### src/rtl/wdg_pkg.sv
// Package: register offsets and the unlock key shared by the watchdog modules.
// Assumes byte offsets on a 12-bit address bus and a 32-bit key.
package wdg_pkg;
    localparam logic [11:0] OFF_LOAD  = 12'h000;
    localparam logic [11:0] OFF_COUNT = 12'h004;
    localparam logic [11:0] OFF_CTRL  = 12'h008;
    localparam logic [11:0] OFF_CLR   = 12'h00C;
    localparam logic [11:0] OFF_STAT  = 12'h014;
    localparam logic [11:0] OFF_LOCK  = 12'hC00;
    localparam logic [31:0] UNLOCK_KEY = 32'h1ACC_E551;
    localparam int CTRL_EN_BIT  = 0;
    localparam int CTRL_RST_BIT = 1;
endpackage

### src/rtl/wdg_keylock.sv
// Keyed write lock. A write to the lock offset unlocks when the data equals
// KEY and locks otherwise. Comes out of reset locked.
// Assumes the caller decodes the lock offset into lk_wr_i.
module wdg_keylock #(
    parameter int          W   = 32,
    parameter logic [W-1:0] KEY = '0
) (
    input  logic         clk,
    input  logic         rst_n,
    input  logic         lk_wr_i,
    input  logic [W-1:0] lk_data_i,
    output logic         unlocked_o
);
    logic unl_q;

    // Track the lock state: only a lock-offset write can change it.
    always_ff @(posedge clk) begin
        if (!rst_n)       unl_q <= 1'b0;
        else if (lk_wr_i) unl_q <= (lk_data_i == KEY);
    end

    assign unlocked_o = unl_q;

    AST_STAY_LOCKED: assert property (@(posedge clk) disable iff (!rst_n)
        (!lk_wr_i && !unl_q) |=> !unl_q);
endmodule

### src/rtl/wdg_down_counter.sv
// Down-counter with expiry detection. A reload request wins over everything
// else. When enabled, the counter reloads when it passes zero. The first
// expiry sets the pending flag. An expiry while the flag is pending requests
// a reset, provided rst_en_i is set.
// Assumes reload_i is asserted whenever clr_i is.
module wdg_down_counter #(
    parameter int           W    = 32,
    parameter logic [W-1:0] INIT = '1
) (
    input  logic         clk,
    input  logic         rst_n,
    input  logic         en_i,
    input  logic         rst_en_i,
    input  logic         reload_i,
    input  logic         clr_i,
    input  logic [W-1:0] load_i,
    output logic [W-1:0] count_o,
    output logic         irq_o,
    output logic         fire_o
);
    logic [W-1:0] cnt_q;
    logic         irq_q;
    logic         expire;

    assign expire = en_i && (cnt_q == '0) && !reload_i;

    // Count down, reloading on request or on expiry.
    always_ff @(posedge clk) begin
        if (!rst_n)        cnt_q <= INIT;
        else if (reload_i) cnt_q <= load_i;
        else if (en_i)     cnt_q <= (cnt_q == '0) ? load_i : cnt_q - 1'b1;
    end

    // Track the pending interrupt: a clear beats a new expiry.
    always_ff @(posedge clk) begin
        if (!rst_n)      irq_q <= 1'b0;
        else if (clr_i)  irq_q <= 1'b0;
        else if (expire) irq_q <= 1'b1;
    end

    assign count_o = cnt_q;
    assign irq_o   = irq_q;
    assign fire_o  = expire && irq_q && rst_en_i;

    AST_FROZEN: assert property (@(posedge clk) disable iff (!rst_n)
        (!en_i && !reload_i) |=> $stable(cnt_q));
    AST_DECREMENT: assert property (@(posedge clk) disable iff (!rst_n)
        (en_i && !reload_i && cnt_q != '0) |=> (cnt_q == $past(cnt_q) - 1'b1));
    AST_EXPIRY_RELOAD: assert property (@(posedge clk) disable iff (!rst_n)
        expire |=> (cnt_q == $past(load_i)));
    AST_IRQ_RAISE: assert property (@(posedge clk) disable iff (!rst_n)
        (expire && !clr_i) |=> irq_q);
    AST_CLR_WINS: assert property (@(posedge clk) disable iff (!rst_n)
        clr_i |=> !irq_q);
endmodule

### src/rtl/wdg_rst_pulse.sv
// Single-shot reset pulse generator. The first fire request starts a pulse of
// CYC cycles on the next cycle. Later requests are ignored until rst_n.
// Assumes CYC >= 1.
module wdg_rst_pulse #(
    parameter int CYC = 4
) (
    input  logic clk,
    input  logic rst_n,
    input  logic fire_i,
    output logic pulse_o
);
    localparam int LW = $clog2(CYC + 1);

    logic [LW-1:0] left_q;
    logic          fired_q;

    // Load the pulse length once, then count it down to zero.
    always_ff @(posedge clk) begin
        if (!rst_n) begin
            left_q  <= '0;
            fired_q <= 1'b0;
        end else if (fire_i && !fired_q) begin
            left_q  <= LW'(CYC);
            fired_q <= 1'b1;
        end else if (left_q != '0) begin
            left_q  <= left_q - 1'b1;
        end
    end

    assign pulse_o = (left_q != '0);

    AST_SINGLE_SHOT: assert property (@(posedge clk) disable iff (!rst_n)
        fired_q |=> !$rose(pulse_o));
    AST_PULSE_START: assert property (@(posedge clk) disable iff (!rst_n)
        (fire_i && !fired_q) |=> pulse_o);
endmodule

### src/rtl/wdg_keyed_timer.sv
// Top of the keyed two-stage watchdog: register decode, load and control
// registers, read mux, and the lock, counter and pulse submodules.
// Assumes single-cycle writes and combinational reads with no handshake.
module wdg_keyed_timer #(
    parameter int                DATA_W     = 32,
    parameter int                ADDR_W     = 12,
    parameter int                RST_CYCLES = 4,
    parameter logic [DATA_W-1:0] LOAD_INIT  = '1
) (
    input  logic              clk,
    input  logic              rst_n,
    input  logic [ADDR_W-1:0] bus_addr,
    input  logic              bus_we,
    input  logic [DATA_W-1:0] bus_wdata,
    output logic [DATA_W-1:0] bus_rdata,
    output logic              irq_o,
    output logic              wdt_rst_o
);
    import wdg_pkg::*;

    localparam logic [ADDR_W-1:0] A_LOAD  = ADDR_W'(OFF_LOAD);
    localparam logic [ADDR_W-1:0] A_COUNT = ADDR_W'(OFF_COUNT);
    localparam logic [ADDR_W-1:0] A_CTRL  = ADDR_W'(OFF_CTRL);
    localparam logic [ADDR_W-1:0] A_CLR   = ADDR_W'(OFF_CLR);
    localparam logic [ADDR_W-1:0] A_STAT  = ADDR_W'(OFF_STAT);
    localparam logic [ADDR_W-1:0] A_LOCK  = ADDR_W'(OFF_LOCK);

    logic              unlocked;
    logic              wr_ok;
    logic              lk_wr;
    logic [DATA_W-1:0] load_q;
    logic              en_q;
    logic              rsten_q;
    logic              restart;
    logic              clr;
    logic [DATA_W-1:0] count;
    logic              irq;
    logic              fire;

    assign lk_wr   = bus_we && (bus_addr == A_LOCK);
    assign wr_ok   = bus_we && unlocked;
    assign restart = wr_ok && (bus_addr == A_CTRL) && bus_wdata[CTRL_EN_BIT] && !en_q;
    assign clr     = wr_ok && (bus_addr == A_CLR) && bus_wdata[0];

    wdg_keylock #(.W(DATA_W), .KEY(DATA_W'(UNLOCK_KEY))) u_lock (
        .clk        (clk),
        .rst_n      (rst_n),
        .lk_wr_i    (lk_wr),
        .lk_data_i  (bus_wdata),
        .unlocked_o (unlocked)
    );

    // Hold the load value written by software.
    always_ff @(posedge clk) begin
        if (!rst_n)                           load_q <= LOAD_INIT;
        else if (wr_ok && bus_addr == A_LOAD) load_q <= bus_wdata;
    end

    // Hold the enable and reset-enable bits.
    always_ff @(posedge clk) begin
        if (!rst_n) begin
            en_q    <= 1'b0;
            rsten_q <= 1'b0;
        end else if (wr_ok && bus_addr == A_CTRL) begin
            en_q    <= bus_wdata[CTRL_EN_BIT];
            rsten_q <= bus_wdata[CTRL_RST_BIT];
        end
    end

    wdg_down_counter #(.W(DATA_W), .INIT(LOAD_INIT)) u_cnt (
        .clk      (clk),
        .rst_n    (rst_n),
        .en_i     (en_q),
        .rst_en_i (rsten_q),
        .reload_i (restart || clr),
        .clr_i    (clr),
        .load_i   (load_q),
        .count_o  (count),
        .irq_o    (irq),
        .fire_o   (fire)
    );

    wdg_rst_pulse #(.CYC(RST_CYCLES)) u_pulse (
        .clk     (clk),
        .rst_n   (rst_n),
        .fire_i  (fire),
        .pulse_o (wdt_rst_o)
    );

    // Select read data from the live register values.
    always_comb begin
        bus_rdata = '0;
        case (bus_addr)
            A_LOAD:  bus_rdata = load_q;
            A_COUNT: bus_rdata = count;
            A_CTRL:  bus_rdata = DATA_W'({rsten_q, en_q});
            A_STAT:  bus_rdata = DATA_W'(irq);
            A_LOCK:  bus_rdata = DATA_W'(!unlocked);
            default: bus_rdata = '0;
        endcase
    end

    assign irq_o = irq;

    AST_LOCKED_DISCARD: assert property (@(posedge clk) disable iff (!rst_n)
        (bus_we && !unlocked && bus_addr == A_LOAD) |=> $stable(load_q));
    AST_COUNT_READONLY: assert property (@(posedge clk) disable iff (!rst_n)
        (bus_we && bus_addr == A_COUNT && !en_q) |=> $stable(count));
endmodule

### config.mk
export PLATFORM = sky130hd
export DESIGN_NAME = wdg_keyed_timer
export DESIGN_NICKNAME = d
export VERILOG_FILES = /design/src/rtl/wdg_pkg.sv /design/src/rtl/wdg_keylock.sv /design/src/rtl/wdg_down_counter.sv /design/src/rtl/wdg_rst_pulse.sv /design/src/rtl/wdg_keyed_timer.sv
export SDC_FILE = /design/constraint.sdc
export NUM_CORES = 1
export LEC_CHECK = 0
export BUFFER_PORTS_ARGS = -buffer_cell sky130_fd_sc_hd__buf_2
export CAP_MARGIN = 20
export CORE_ASPECT_RATIO = 1.1
export CORE_MARGIN = 2
export CORE_UTILIZATION = 51
export DETAILED_ROUTE_END_ITERATION = 10
export PLACE_DENSITY_LB_ADDON = 0.05
export REMOVE_ABC_BUFFERS = 1
export SETUP_SLACK_MARGIN = 0.05
export SLEW_MARGIN = 20
export SYNTH_ARGS = -nofsm -noshare
export SYNTH_HDL_FRONTEND = slang
export SYNTH_HIERARCHICAL = 1
export SYNTH_SLANG_ARGS = --single-unit
### constraint.sdc
create_clock -name clk -period 2.9 [get_ports clk]
set_input_delay 0.29 -clock clk [delete_from_list [all_inputs] [get_ports clk]]
set_output_delay 0.29 -clock clk [all_outputs]
set_load 0.05 [all_outputs]
==> impl_metrics.json <==
{
  "synth.top_cell.area_share": 0.322,
  "drtIter0Drc": 420,
  "ys_seq_area_frac": 0.322,
  "cts_setup_buffers": 0,
  "dieWidth_um": 93.3,
  "maxCapViolCount": 0,
  "rows": 35,
  "io_buffers": 80,
  "crit_family": "simple AND/OR/NAND/NOR gates",
  "cts-root-buf": "clkbuf_8",
  "fin_crit_sh": 0.920,
  "ios": 81,
  "path_class": "reg2reg",
  "cp_num_cells": 8,
  "synth_area_sq_mm": 0.00447,
  "nFillCells": 771,
  "vdd_drop_max_uv": 252,
  "synth_top_cells_by_area": "dfxtp_1, nand2_1, a22o_2",
  "syn_inst": 553,
  "p_leak_nw": 2.25,
  "wl_per_cell_um": 19.0,
  "totalWireLength_um": 14200,
  "nets": 686,
  "worstHoldPathCells": 3,
  "fin_crit_ps": 2670,
  "dpl.cell_count": 734,
  "final_cells": 749,
  "relSlewSlack": 0.547,
  "grt.total_usage": 0.306,
  "min_path_type": "in2reg",
  "cts_sinks": 72,
  "drt_first_pass_iters": 5,
  "grt_pass1_vias": 4354,
  "synthFlopType": "dfxtp_1",
  "hold_violations": 0,
  "yosysTopAreaCell": "dfxtp_1",
  "placed_area_sq_mm": 0.00504,
  "grt_start_max_net_pins": 35,
  "drc": 0,
  "yosysWarnings": 6,
  "slew_viol_final": 0,
  "finalWeightedCongestion": 0.954,
  "crit_path_start_kind": "register",
  "fmax_mhz": 375,
  "worst_slew_pin_slew_ps": 671,
  "routed_via_density": 6.37,
  "grt_overflow": 0,
  "clock_latency_ps": 350,
  "grt_first_pass_wirelength_um": 23000,
  "numCtsBuffers": 9,
  "synth_edf_count": 0,
  "yosys.cell_count.top_type": "nand2_1",
  "cellPowerDensity_mw_per_mm2": 421,
  "clk_pin_slew_ps": 80,
  "area_delta_synth_final_pct": 18.6,
  "cp_slowest_cell": "or4b_2",
  "hpwl_um": 10000,
  "initial_core_util": 0.529,
  "crit_chain": "inv_1 > ha_1 > or4b_2 > or4_4 > o31ai_2 > buf_4 > o21ai_0 > a32oi_1",
  "slowest_delay_ps": 630,
  "required_ps": 3180,
  "diodes": 0,
  "ant_nets": 0,
  "core_sq_mm": 0.00845,
  "worstPathArrival_ps": 2950,
  "reg2reg_depth": 8,
  "ys_types": 72,
  "cts_max_level": 3,
  "skew_ps": 8.14,
  "cts.path.max_buffers": 2,
  "dieArea_sq_mm": 0.00954,
  "tritoncts": "done",
  "critPathBufInv": 2,
  "drive_gt1_frac": 0.288,
  "die_h_um": 102,
  "fin_hold_ws_ps": 147,
  "synthTopCellsByCount": "nand2_1, dfxtp_1, nand3_1, a22o_2, clkbuf_1",
  "cp_max_fo": 10,
  "rsz0062_at_grt": "false",
  "stdcell_area_sq_mm": 0.00530,
  "antenna_found_initial": 0,
  "status": "finished clean",
  "setup_violations": 0,
  "ys_seq_elements": 72,
  "syn_avg_cell_area_sq_um": 8.09,
  "synthArstFlopShare": 0,
  "vias": 4774,
  "worstSetupEndpointType": "register"
}
-- worst reg2reg max path, delay by kind of cell (launching register included) --
kind                       cells  cell delay [ps]
and+or+nand+nor                2             1160
AOI/OAI and AO/OA              3              570
DFF                            1              350
buffers and inverters          2              350
adders and majority gates      1              170
-- sequential cells by signal, indices dropped and copies added (netlist names) --
register	flops
u_pulse/fired_q	1
u_pulse/left_q	3
load_q	32
u_lock/unlocked_o	1
en_q	1
u_cnt/count_o	32
rsten_q	1
u_cnt/irq_o	1
-- layer usage --
layer,wire length (um),track usage,vias up
met5,0,0,-
met4,336,0.105,0
met3,860,0.0420,30
met2,6760,0.504,176
li1,-,-,2267
met1,6270,0.414,2301
-- through the flow --
step	utilization	setup TNS (ps)	power, mW	worst slack (ps)
4_1_cts	0.625	0	2.24	149
3_5_place_dp	0.597	0	1.27	66.5
6_report	0.628	0	2.23	232
2_1_floorplan	-	-36300	1.17	-1260
5_1_grt	0.628	0	2.32	51.6
3_3_place_gp	0.597	0	1.26	179
-- cell type report --
class | instances | area, sq um | area share
Multi-Input combinational cell | 424 | 2780 | 0.525
Tap cell | 111 | 139 | 0.0262
Clock buffer | 10 | 138 | 0.0259
Timing Repair Buffer | 112 | 641 | 0.121
Inverter | 15 | 56.3 | 0.0106
Clock inverter | 5 | 105 | 0.0198
Sequential cell | 72 | 1440 | 0.272
-- placed cells by master, fill, tap and decap left out, drive strengths merged, types with 11 or more instances in the layout --
cell type,Yosys,layout
o31ai,12,12
a21oi,11,11
nor4,21,21
inv,14,14
buf,17,112
nor3,19,19
o21ai,15,15
nand3,51,51
nand4,11,11
nor2,16,16
or4,20,20
a22o,31,31
dfxtp,72,72
nand2,97,97
-- report_power, final --
group | total (mW) | internal (mW) | leakage, nW | switching [mW]
clock network | 0.987 | 0.590 | 0.115 | 0.397
logic | 0.225 | 0.0912 | 1.55 | 0.133
registers | 1.02 | 1.01 | 0.584 | 0.0152
-- repair_timing --
action | CTS | global route
hold buffers | 0 | 0
gates resized for setup | 0 | 3
setup endpoints to repair | 0 | 5
endpoints found under the hold margin | 0 | 0
-- cell families (layout without fill, tap and decap cells) --
| logic type | Yosys count | count (layout) | synth area share |
|---|---|---|---|
| buffers and inverters | 57 | 142 | 0.0618 |
| adders and majority gates | 5 | 5 | 0.0140 |
| AOI/OAI and AO/OA | 121 | 121 | 0.219 |
| xor gates and xnor gates | 1 | 1 | 0.00196 |
| and+or+nand+nor | 287 | 287 | 0.359 |
| muxes | 10 | 10 | 0.0224 |
| DFF | 72 | 72 | 0.322 |
-- worst paths after layout --
check / slack, ps / endpoint / start
hold / removal: 150 / load_q[4]$_SDFFE_PN1P_ / bus_wdata[4]
setup reg to reg: 230 / u_cnt/count_o[8]$_SDFFE_PN1P_ / u_cnt/count_o[1]$_SDFFE_PN1P_
hold reg to reg: 460 / u_pulse/fired_q$_SDFFE_PN0P_ / u_pulse/fired_q$_SDFFE_PN0P_
setup / recovery: 230 / u_cnt/count_o[8]$_SDFFE_PN1P_ / u_cnt/count_o[1]$_SDFFE_PN1P_
Power figures use the tool's default switching activity.
